[src/rtl/ir_cap_pkg.sv]
package ir_cap_pkg;
  typedef enum logic [2:0] {
    EV_IDLE  = 3'd0,
    EV_RECV  = 3'd1,
    EV_DONE  = 3'd2,
    EV_SHORT = 3'd3,
    EV_LONG  = 3'd4
  } cap_event_e;

  typedef enum logic [2:0] {
    ST_IDLE,
    ST_ACT,
    ST_GAP,
    ST_PRESS,
    ST_HOLD
  } cap_state_e;
endpackage

[src/rtl/ir_cap_sync.sv]
module ir_cap_sync #(
  parameter int STAGES = 2
) (
  input  logic clk_i,
  input  logic rst_ni,
  input  logic d_i,
  output logic q_o
);
  logic [STAGES-1:0] chain_q;

  always_ff @(posedge clk_i or negedge rst_ni) begin
    if (!rst_ni) chain_q <= '1;  // line idles high
    else         chain_q <= {chain_q[STAGES-2:0], d_i};
  end

  assign q_o = chain_q[STAGES-1];
endmodule

[src/rtl/ir_cap_byte_wr.sv]
module ir_cap_byte_wr #(
  parameter int AW = 8
) (
  input  logic          clk_i,
  input  logic          rst_ni,
  input  logic          store_i,
  input  logic [AW-1:0] base_i,
  input  logic [15:0]   val_i,
  output logic          wr_en_o,
  output logic [AW-1:0] wr_addr_o,
  output logic [7:0]    wr_data_o
);
  logic          pend_q;
  logic [7:0]    hi_q;
  logic [AW-1:0] hi_addr_q;

  always_ff @(posedge clk_i or negedge rst_ni) begin
    if (!rst_ni) begin
      pend_q    <= 1'b0;
      hi_q      <= '0;
      hi_addr_q <= '0;
      wr_en_o   <= 1'b0;
      wr_addr_o <= '0;
      wr_data_o <= '0;
    end else if (store_i) begin
      wr_en_o   <= 1'b1;
      wr_addr_o <= base_i;
      wr_data_o <= val_i[7:0];
      pend_q    <= 1'b1;
      hi_q      <= val_i[15:8];
      hi_addr_q <= {base_i[AW-1:1], 1'b1};
    end else if (pend_q) begin
      wr_en_o   <= 1'b1;
      wr_addr_o <= hi_addr_q;
      wr_data_o <= hi_q;
      pend_q    <= 1'b0;
    end else begin
      wr_en_o   <= 1'b0;
    end
  end

  // ticks must be spaced so a store never lands on a pending high byte
  p_no_store_clash_r3: assert property (@(posedge clk_i) disable iff (!rst_ni)
    store_i |-> !pend_q);
  p_hi_follows_lo_r3: assert property (@(posedge clk_i) disable iff (!rst_ni)
    (wr_en_o && wr_addr_o[0]) |-> $past(wr_en_o && !wr_addr_o[0]));
endmodule

[src/rtl/ir_cap_press_timer.sv]
module ir_cap_press_timer #(
  parameter int CHECK_TICKS  = 4096,
  parameter int PRESS_CHECKS = 10
) (
  input  logic clk_i,
  input  logic rst_ni,
  input  logic clr_i,
  input  logic tick_i,
  output logic sample_o,
  output logic last_o
);
  localparam int IW = $clog2(CHECK_TICKS + 1);
  localparam int CW = $clog2(PRESS_CHECKS + 1);

  logic [IW-1:0] iv_q;
  logic [CW-1:0] chk_q;

  assign sample_o = tick_i && (iv_q == IW'(CHECK_TICKS - 1));
  assign last_o   = (chk_q == CW'(PRESS_CHECKS - 1));

  always_ff @(posedge clk_i or negedge rst_ni) begin
    if (!rst_ni) begin
      iv_q  <= '0;
      chk_q <= '0;
    end else if (clr_i) begin
      iv_q  <= '0;
      chk_q <= '0;
    end else if (sample_o) begin
      iv_q  <= '0;
      chk_q <= chk_q + 1'b1;
    end else if (tick_i) begin
      iv_q  <= iv_q + 1'b1;
    end
  end

  p_chk_bound_r7: assert property (@(posedge clk_i) disable iff (!rst_ni)
    chk_q <= CW'(PRESS_CHECKS));
endmodule

[src/rtl/ir_pulse_capture.sv]
module ir_pulse_capture
  import ir_cap_pkg::*;
#(
  parameter int TIMEOUT_HI   = 2,
  parameter int MAX_PAIRS    = 64,
  parameter int CHECK_TICKS  = 4096,
  parameter int PRESS_CHECKS = 10,
  localparam int AW = $clog2(MAX_PAIRS) + 2,
  localparam int PW = $clog2(MAX_PAIRS + 1)
) (
  input  logic          clk_i,
  input  logic          rst_ni,
  input  logic          tick_i,
  input  logic          line_i,
  input  logic          arm_i,
  input  logic          ack_i,
  output logic          wr_en_o,
  output logic [AW-1:0] wr_addr_o,
  output logic [7:0]    wr_data_o,
  output logic [PW-1:0] pair_cnt_o,
  output logic [2:0]    event_o
);
  cap_state_e  state_q, state_d;
  cap_event_e  event_q, ev_val;
  logic [15:0] cnt_q, cnt_d, cnt_inc, store_val;
  logic [PW-1:0] pair_q, pair_d, pair_inc;
  logic lvl, lvl_q, fall, to_hit;
  logic store, store_gap, ev_set, tmr_clr, sample, last;

  ir_cap_sync #(.STAGES(2)) u_sync (
    .clk_i(clk_i), .rst_ni(rst_ni), .d_i(line_i), .q_o(lvl)
  );

  ir_cap_press_timer #(.CHECK_TICKS(CHECK_TICKS), .PRESS_CHECKS(PRESS_CHECKS)) u_timer (
    .clk_i(clk_i), .rst_ni(rst_ni), .clr_i(tmr_clr),
    .tick_i(tick_i && state_q == ST_PRESS), .sample_o(sample), .last_o(last)
  );

  ir_cap_byte_wr #(.AW(AW)) u_wr (
    .clk_i(clk_i), .rst_ni(rst_ni), .store_i(store),
    .base_i({pair_q[AW-3:0], store_gap, 1'b0}), .val_i(store_val),
    .wr_en_o(wr_en_o), .wr_addr_o(wr_addr_o), .wr_data_o(wr_data_o)
  );

  assign fall     = lvl_q && !lvl;
  assign cnt_inc  = cnt_q + 16'd1;
  assign to_hit   = (cnt_inc[15:8] == 8'(TIMEOUT_HI));
  assign pair_inc = pair_q + 1'b1;

  always_comb begin
    state_d   = state_q;
    cnt_d     = cnt_q;
    pair_d    = pair_q;
    store     = 1'b0;
    store_gap = 1'b0;
    store_val = cnt_q;
    ev_set    = 1'b0;
    ev_val    = EV_IDLE;
    tmr_clr   = 1'b0;
    unique case (state_q)
      ST_IDLE: begin
        tmr_clr = 1'b1;
        if (arm_i && fall && event_q == EV_IDLE) begin
          state_d = ST_ACT;
          cnt_d   = '0;
          pair_d  = '0;
          ev_set  = 1'b1;
          ev_val  = EV_RECV;
        end
      end
      ST_ACT: begin
        tmr_clr = 1'b1;
        if (tick_i) begin
          if (lvl) begin
            store   = 1'b1;
            cnt_d   = 16'd1;  // detecting tick belongs to the new span
            state_d = ST_GAP;
          end else if (to_hit) begin
            state_d = ST_PRESS;
          end else begin
            cnt_d = cnt_inc;
          end
        end
      end
      ST_GAP: begin
        if (tick_i) begin
          if (!lvl || to_hit) begin
            store     = 1'b1;
            store_gap = 1'b1;
            store_val = lvl ? cnt_inc : cnt_q;
            pair_d    = pair_inc;
            cnt_d     = 16'd1;
            if (lvl || pair_inc == PW'(MAX_PAIRS)) begin
              state_d = ST_IDLE;
              ev_set  = 1'b1;
              ev_val  = EV_DONE;
            end else begin
              state_d = ST_ACT;
            end
          end else begin
            cnt_d = cnt_inc;
          end
        end
      end
      ST_PRESS: begin
        if (sample) begin
          if (lvl) begin
            state_d = ST_IDLE;
            ev_set  = 1'b1;
            ev_val  = EV_SHORT;
          end else if (last) begin
            state_d = ST_HOLD;
            ev_set  = 1'b1;
            ev_val  = EV_LONG;
          end
        end
      end
      ST_HOLD: if (lvl) state_d = ST_IDLE;
      default: state_d = ST_IDLE;
    endcase
  end

  always_ff @(posedge clk_i or negedge rst_ni) begin
    if (!rst_ni) begin
      state_q <= ST_IDLE;
      event_q <= EV_IDLE;
      cnt_q   <= '0;
      pair_q  <= '0;
      lvl_q   <= 1'b1;
    end else begin
      state_q <= state_d;
      cnt_q   <= cnt_d;
      pair_q  <= pair_d;
      lvl_q   <= lvl;
      if (ev_set)                           event_q <= ev_val;
      else if (ack_i && event_q >= EV_DONE) event_q <= EV_IDLE;
    end
  end

  assign pair_cnt_o = pair_q;
  assign event_o    = event_q;

  p_start_clears_pairs_r2: assert property (@(posedge clk_i) disable iff (!rst_ni)
    (event_q == EV_RECV && $past(event_q) == EV_IDLE) |-> pair_q == '0);
  p_pair_bound_r5: assert property (@(posedge clk_i) disable iff (!rst_ni)
    pair_q <= PW'(MAX_PAIRS));
  p_press_no_write_r6: assert property (@(posedge clk_i) disable iff (!rst_ni)
    (state_q == ST_PRESS || state_q == ST_HOLD) |-> !store);
  p_hold_until_high_r7: assert property (@(posedge clk_i) disable iff (!rst_ni)
    (state_q == ST_HOLD && !lvl) |=> state_q == ST_HOLD);
  p_event_held_r8: assert property (@(posedge clk_i) disable iff (!rst_ni)
    (event_q >= EV_DONE && !ack_i) |=> event_q == $past(event_q));
endmodule

[config.mk]
export PLATFORM = sky130hd
export DESIGN_NAME = ir_pulse_capture
export DESIGN_NICKNAME = d
export VERILOG_FILES = /design/src/rtl/ir_cap_pkg.sv /design/src/rtl/ir_cap_sync.sv /design/src/rtl/ir_cap_byte_wr.sv /design/src/rtl/ir_cap_press_timer.sv /design/src/rtl/ir_pulse_capture.sv
export SDC_FILE = /design/constraint.sdc
export NUM_CORES = 1
export LEC_CHECK = 0
export CAP_MARGIN = 10
export CORE_MARGIN = 2
export CORE_UTILIZATION = 45
export CTS_BUF_LIST = sky130_fd_sc_hd__clkbuf_8
export DETAILED_ROUTE_END_ITERATION = 8
export DONT_BUFFER_PORTS = 1
export GPL_ROUTABILITY_DRIVEN = 1
export GPL_TIMING_DRIVEN = 0
export PLACE_DENSITY = 0.7
export SLEW_MARGIN = 20
export SYNTH_ARGS = -nofsm -noshare
export SYNTH_HDL_FRONTEND = slang
export SYNTH_SLANG_ARGS = --single-unit
[constraint.sdc]
create_clock -name clk_i -period 3.27 [get_ports clk_i]
set_clock_uncertainty 0.05 [all_clocks]
set_input_delay 0.4905 -clock clk_i [delete_from_list [all_inputs] [get_ports clk_i]]
set_output_delay 0.4905 -clock clk_i [all_outputs]
set_load 0.05 [all_outputs]
**Word-level counts from Yosys, hierarchy flattened**

Cells that the tools add are included.

- Add/sub/neg operators: 4
- Order comparisons: 1
- Equality and inequality tests: 17
- Mux-type cells: 64
- Reductions and logical operators: 21

Operator list:

| cell | number |
|---|---|
| 16-bit two-way mux | 10 |
| 16-bit one-hot mux with 3 select lines | 1 |
| 3-bit two-way mux | 15 |
| 13-bit two-way mux | 3 |
| 8-bit two-way mux | 4 |
| 7-bit two-way mux | 3 |
| 1-bit two-way mux | 18 |
| 16-bit by 1-bit adder with 16-bit output (second input constant) | 1 |
| 3-bit one-hot mux with 5 select lines | 1 |
| 7-bit one-hot mux with 2 select lines | 1 |
| 13-bit by 1-bit adder with 13-bit output (second input constant) | 1 |
| 13-bit by 12-bit == test with 1-bit output (second input constant) | 1 |
| 2-bit inequality test (second input constant) | 5 |
| 3-bit by 2-bit inequality test with 1-bit output (second input constant) | 3 |
| 3-bit one-hot mux with 3 select lines | 1 |
| 8-bit by 2-bit == test with 1-bit output (second input constant) | 1 |
| 4-bit two-way mux | 2 |
| 8-bit AND reduction | 1 |
| 2-bit nonzero test | 4 |
| 7-bit by 1-bit adder with 7-bit output (second input constant) | 1 |
| 7-bit == test (second input constant) | 1 |
| 3-bit by 2-bit == test with 1-bit output (second input constant) | 2 |
| 1-bit logical AND | 6 |
| 3-bit logical NOT | 2 |
| 15 further kinds | 19 |

- Register bits: 83
- Input bits: 6
- Output and inout bits: 27
- Logic and storage cells: 121

**Depth between registers and ports, before layout**

- Word-level depth: 8
- Mapped depth: 10
- Depth with buffers taken out: 9

**By module**

Synthesis repeated with hierarchy kept, for this count alone.

- Cell total of the unflattened synthesis: 479
- Area, all modules: 4,669.5 um^2

By module, submodules not included:

| module | instances | cells each | area each (um^2) | seq. area each (um^2) |
|---|---|---|---|---|
| ir_pulse_capture | 1 | 271 | 2,351.0 | 752.0 |
| ir_cap_byte_wr | 1 | 113 | 1,377.6 | 850.8 |
| ir_cap_press_timer | 1 | 93 | 888.4 | 425.4 |
| ir_cap_sync | 1 | 2 | 52.6 | 52.6 |

**Worst setup path before layout**

No wires, ideal clock.

- Kind: register -> register
- Start: reg cnt_q[0]
- End: reg u_wr.hi_addr_q[4]
- Setup time: 125 ps
- Arrival: 2,629 ps
- Data required time: 3,095 ps
- Setup slack: 466 ps
- Cell stages (with the launch flop): 10
- Buffers on the path: 1
- Period minus slack after synthesis: 2,804 ps
- Cell sequence: dfrtp_1 -> ha_1 -> nand3_4 -> nor4_1 -> xor2_1 -> nor4_2 -> a21oi_4 -> o21ai_4 -> buf_6 -> mux2_2

- Word-level cells in the longest chain between the ends: 6

Ends and longest elaborated chain:

| what | RTL line | text |
|---|---|---|
| start, declared | ir_pulse_capture.sv:25 | `logic [15:0] cnt_q, cnt_d, cnt_inc, store_val;` |
| start signal, assigned | ir_pulse_capture.sv:132 | `cnt_q <= cnt_d;` |
| 16-bit by 1-bit adder with 16-bit output | ir_pulse_capture.sv:46 | `assign cnt_inc = cnt_q + 16'd1;` |
| 8-bit by 2-bit == test with 1-bit output | ir_pulse_capture.sv:47 | `assign to_hit = (cnt_inc[15:8] == 8'(TIMEOUT_HI));` |
| 1-bit logical OR | ir_pulse_capture.sv:87 | `if (!lvl \|\| to_hit) begin` |
| 1-bit two-way mux | ir_pulse_capture.sv:87 |  |
| 1-bit two-way mux | ir_pulse_capture.sv:86 | `if (tick_i) begin` |
| 1-bit one-hot mux with 2 select lines | ir_pulse_capture.sv:60 | `unique case (state_q)` |
| end signal, assigned | ir_cap_byte_wr.sv:31 | `hi_addr_q <= {base_i[AW-1:1], 1'b1};` |
| end, declared | ir_cap_byte_wr.sv:15 | `logic [AW-1:0] hi_addr_q;` |

Every way passes these cells.
A chain may end at the register's enable or synchronous reset.

**Worst setup path in the final report**

- Start: reg cnt_q[2]
- End: reg u_wr.hi_q[0]

- Word-level cells in the longest chain between the ends: 6
- Elaborated cells on any way between the ends: 10
- Those cells by class: add/sub (1); eq/ne (1); mux (7); reduce/logical (1)

Ends and longest elaborated chain:

| what | RTL line | text |
|---|---|---|
| 16-bit by 1-bit adder with 16-bit output (*) | ir_pulse_capture.sv:46 |  |
| 8-bit by 2-bit == test with 1-bit output | ir_pulse_capture.sv:47 |  |
| 1-bit logical OR | ir_pulse_capture.sv:87 |  |
| 1-bit two-way mux / 16-bit two-way mux (equally long branches) | ir_pulse_capture.sv:87 |  |
| 1-bit two-way mux / 16-bit two-way mux (equally long branches) | ir_pulse_capture.sv:86 |  |
| 1-bit one-hot mux with 2 select lines / 16-bit two-way mux (equally long branches) | ir_pulse_capture.sv:60 |  |
| end signal, assigned | ir_cap_byte_wr.sv:30 | `hi_q <= val_i[15:8];` |
| end, declared | ir_cap_byte_wr.sv:14 | `logic [7:0] hi_q;` |

Every way passes the cells marked *; elsewhere a longest branch is shown, timed or not.

==> impl_metrics.yaml <==
outcome:
  outcome: "finished with violations"
  violations: "hold timing"
global_route:
  grt_max_degree: 84
  antenna_found_initial: 0
  grt_pass1_vias: 3343
  overflow: 0
  track_usage_pct: 18.8
  grt_pass1_wl_um: 16800
finish:
  multi_input_area_um2: 2340
  drive_gt1_share_pct: 19.2
  n_antenna_cell: 0
  fin_nets: 460
  fillers: 897
  layout_common_cells: "dfrtp_1 (80), nand2_1 (34), nor2_1 (33)"
  register_area_um2: 2080
  synthToLayoutAreaGrowth_pct: 9.57
  final_area_um2: 5000
  final_common_cell: "dfrtp_1"
  post-route-util_pct: 50.9
placed_design:
  hpwl_um: 6920
  gp_congestion: 0.831
  portBuffers: 0
  dpl_worst_slack_ns: -0.0380
  placedInstanceArea_um2: 4730
routing:
  wl_per_cell_um: 16.9
  vias: 3452
  ant_nets: 0
  vias_per_cell: 5.90
  wl_um: 9910
  remaining_drc_errors: 0
  drtIter0Drc: 277
  drt-pass1-iter-count: 5
worst_setup_path:
  required_ns: 3.44
  cp.arrival_ns: 3.29
  startpoint_type: "flop"
  path_class: "flop to flop"
  cp_max_fo: 10
  crit_path_end_kind: "flop"
sta:
  hold_viol_final: 8
  worstMarginPinSlew_ns: 0.677
  whs_ns: -0.00565
  period_share_pct: 95.5
  fin_setup_tns_ns: 0
  fmax_mhz: 320
  fin_crit_ns: 3.12
  layout_setup_ws_ns: 0.146
  rsz0062_at_grt: "no"
  slew_violations: 0
  relSlewSlack_pct: 54.8
  setup_viol: 0
synthesis:
  synth_edf_count: 0
  ys_types: 70
  synth.area.top_cells: "dfrtp_1 (44%), mux2i_1 (5.5%), mux2_2 (5.2%)"
  avgSynthCellArea_um2: 10.5
  ys_seq_elements: 83
  syn_area_um2: 4560
  synthCells: 433
  synthDominantCellAreaShare_pct: 43.9
  synthFlopType: "dfrtp_1"
  syn-num-nets: 445
  synth_warnings: 0
  yosys.area.top_type: "dfrtp_1"
  ys_seq_area_share_pct: 45.6
  async_flop_share_pct: 100
die:
  fp.dieArea_um2: 11000
  die_y_um: 105
  initial_core_util_pct: 46.5
  top_level_ports: 33
  core_um2: 9820
  rows: 36
  die_x_um: 105
power_and_ir_drop:
  p_leak_nw: 2.13
  powerDensity_nw_per_um2: 613
  max-vdd-ir-drop_mv: 0.272
clock_tree:
  clkTransAtPathRegs_ns: 0.09
  htreeDepth: 3
  cts_num_sinks: 83
  cts.path.max_buffers: 2
  cts_inserted_buffers: 9
  worst_skew_pair.late_latency_ns: 0.35
  cts_tree: "built"
  cts-root-buf: "clkbuf_8"
run:
  drv_cap: 0
hold_path:
  hp-class: "primary input to async pin"
[Yosys cell counts (all sizes together) (6+ instances only)]
master and instances:
nor3 10, xnor2 10, nor4 11, and3 8, a21oi 17, nand3 20
nand4 8, xor2 12, buf 12, nand2 34, o21ai 21, mux2i 25
mux2 24, a31oi 13, clkbuf 8, dfrtp 80, inv 13, nor2 33
ha 6
[state kept, by name, summed over array words and instances (netlist names)]
| name | count |
|---|---|
| u_wr.hi_q | 8 |
| u_timer.chk_q | 4 |
| cnt_q | 16 |
| u_wr.wr_data_o | 8 |
| u_sync.chain_q | 2 |
| state_q | 3 |
| event_o | 3 |
| lvl_q | 1 |
| u_wr.wr_addr_o | 8 |
| u_wr.wr_en_o | 1 |
| u_timer.iv_q | 13 |
| pair_cnt_o | 7 |
| u_wr.hi_addr_q | 8 |
| u_wr.pend_q | 1 |
[timing repair]
action                                  4_1_cts  5_1_grt
hold buffers                                  1        0
hold endpoints to repair                     83        0
gates resized for setup                       1        3
setup buffers                                 0        3
pin swaps                                     0        1
endpoints found under the setup margin       15       32
[final cells by class]
type | instances | area share, %
multi-input combinational | 317 | 46.9
sequential | 83 | 41.6
tap | 133 | 3.33
clock buffer | 10 | 2.75
buffer | 20 | 2.35
clock inverter | 5 | 1.10
timing repair buffer | 4 | 1.00
inverter | 13 | 0.976
[path summary, 6_finish.rpt]
check	depth (start not counted)	slack, ns	to	start
max	8	0.15	u_wr.hi_q[0]	cnt_q[2]
min	1	-0.006	cnt_q[4]	rst_ni
max reg2reg	8	0.15	u_wr.hi_q[0]	cnt_q[2]
min reg2reg	0	0.31	u_sync.chain_q[1]	u_sync.chain_q[0]
max in group asynchronous	1	2.82	lvl_q	rst_ni
min in group clk_i	0	0.08	u_sync.chain_q[0]	line_i
[metrics by stage]
step	power, mW	cells
2_1_floorplan	2.12	433
3_5_place_dp	2.32	566
3_3_place_gp	2.28	566
6_report	3.07	585
5_1_grt	3.24	585
4_1_cts	3.08	582
[logic make-up after synthesis]
group | after synthesis | synth area share (%)
adders and majority gates | 6 | 1.65
xor gates and xnor gates | 22 | 4.22
AOI/OAI and AO/OA | 83 | 13.1
and+or+nand+nor | 157 | 20.1
DFF | 83 | 45.6
buffers and inverters | 33 | 3.65
muxes | 49 | 11.7
[layer usage]
metal  part of all wire [%]  up-vias  routed length (µm)  global-route usage (%)
met2                     49       87                4840                    30.7
met3                    4.1       13                 407                    3.81
met5                      0        -                   0                       0
li1                       -     1626                   -                       -
met4                    1.7        0                 171                    6.29
met1                     45     1726                4490                    24.9
[critical path: stages, from the launching register on]
cell and delay (ns):
dfrtp_1 0.50, nand4_1 0.28, nor4_1 0.38, xor2_1 0.21
or4_4 0.62, buf_6 0.18, or3_4 0.42, o21ai_0 0.24
mux2i_1 0.11
[power by group]
group | switching [mW] | internal [mW]
sequential | 0.339 | 1.14
clock | 0.363 | 0.367
combinational | 0.513 | 0.340
No activity file was read; power rests on OpenSTA's default activity.
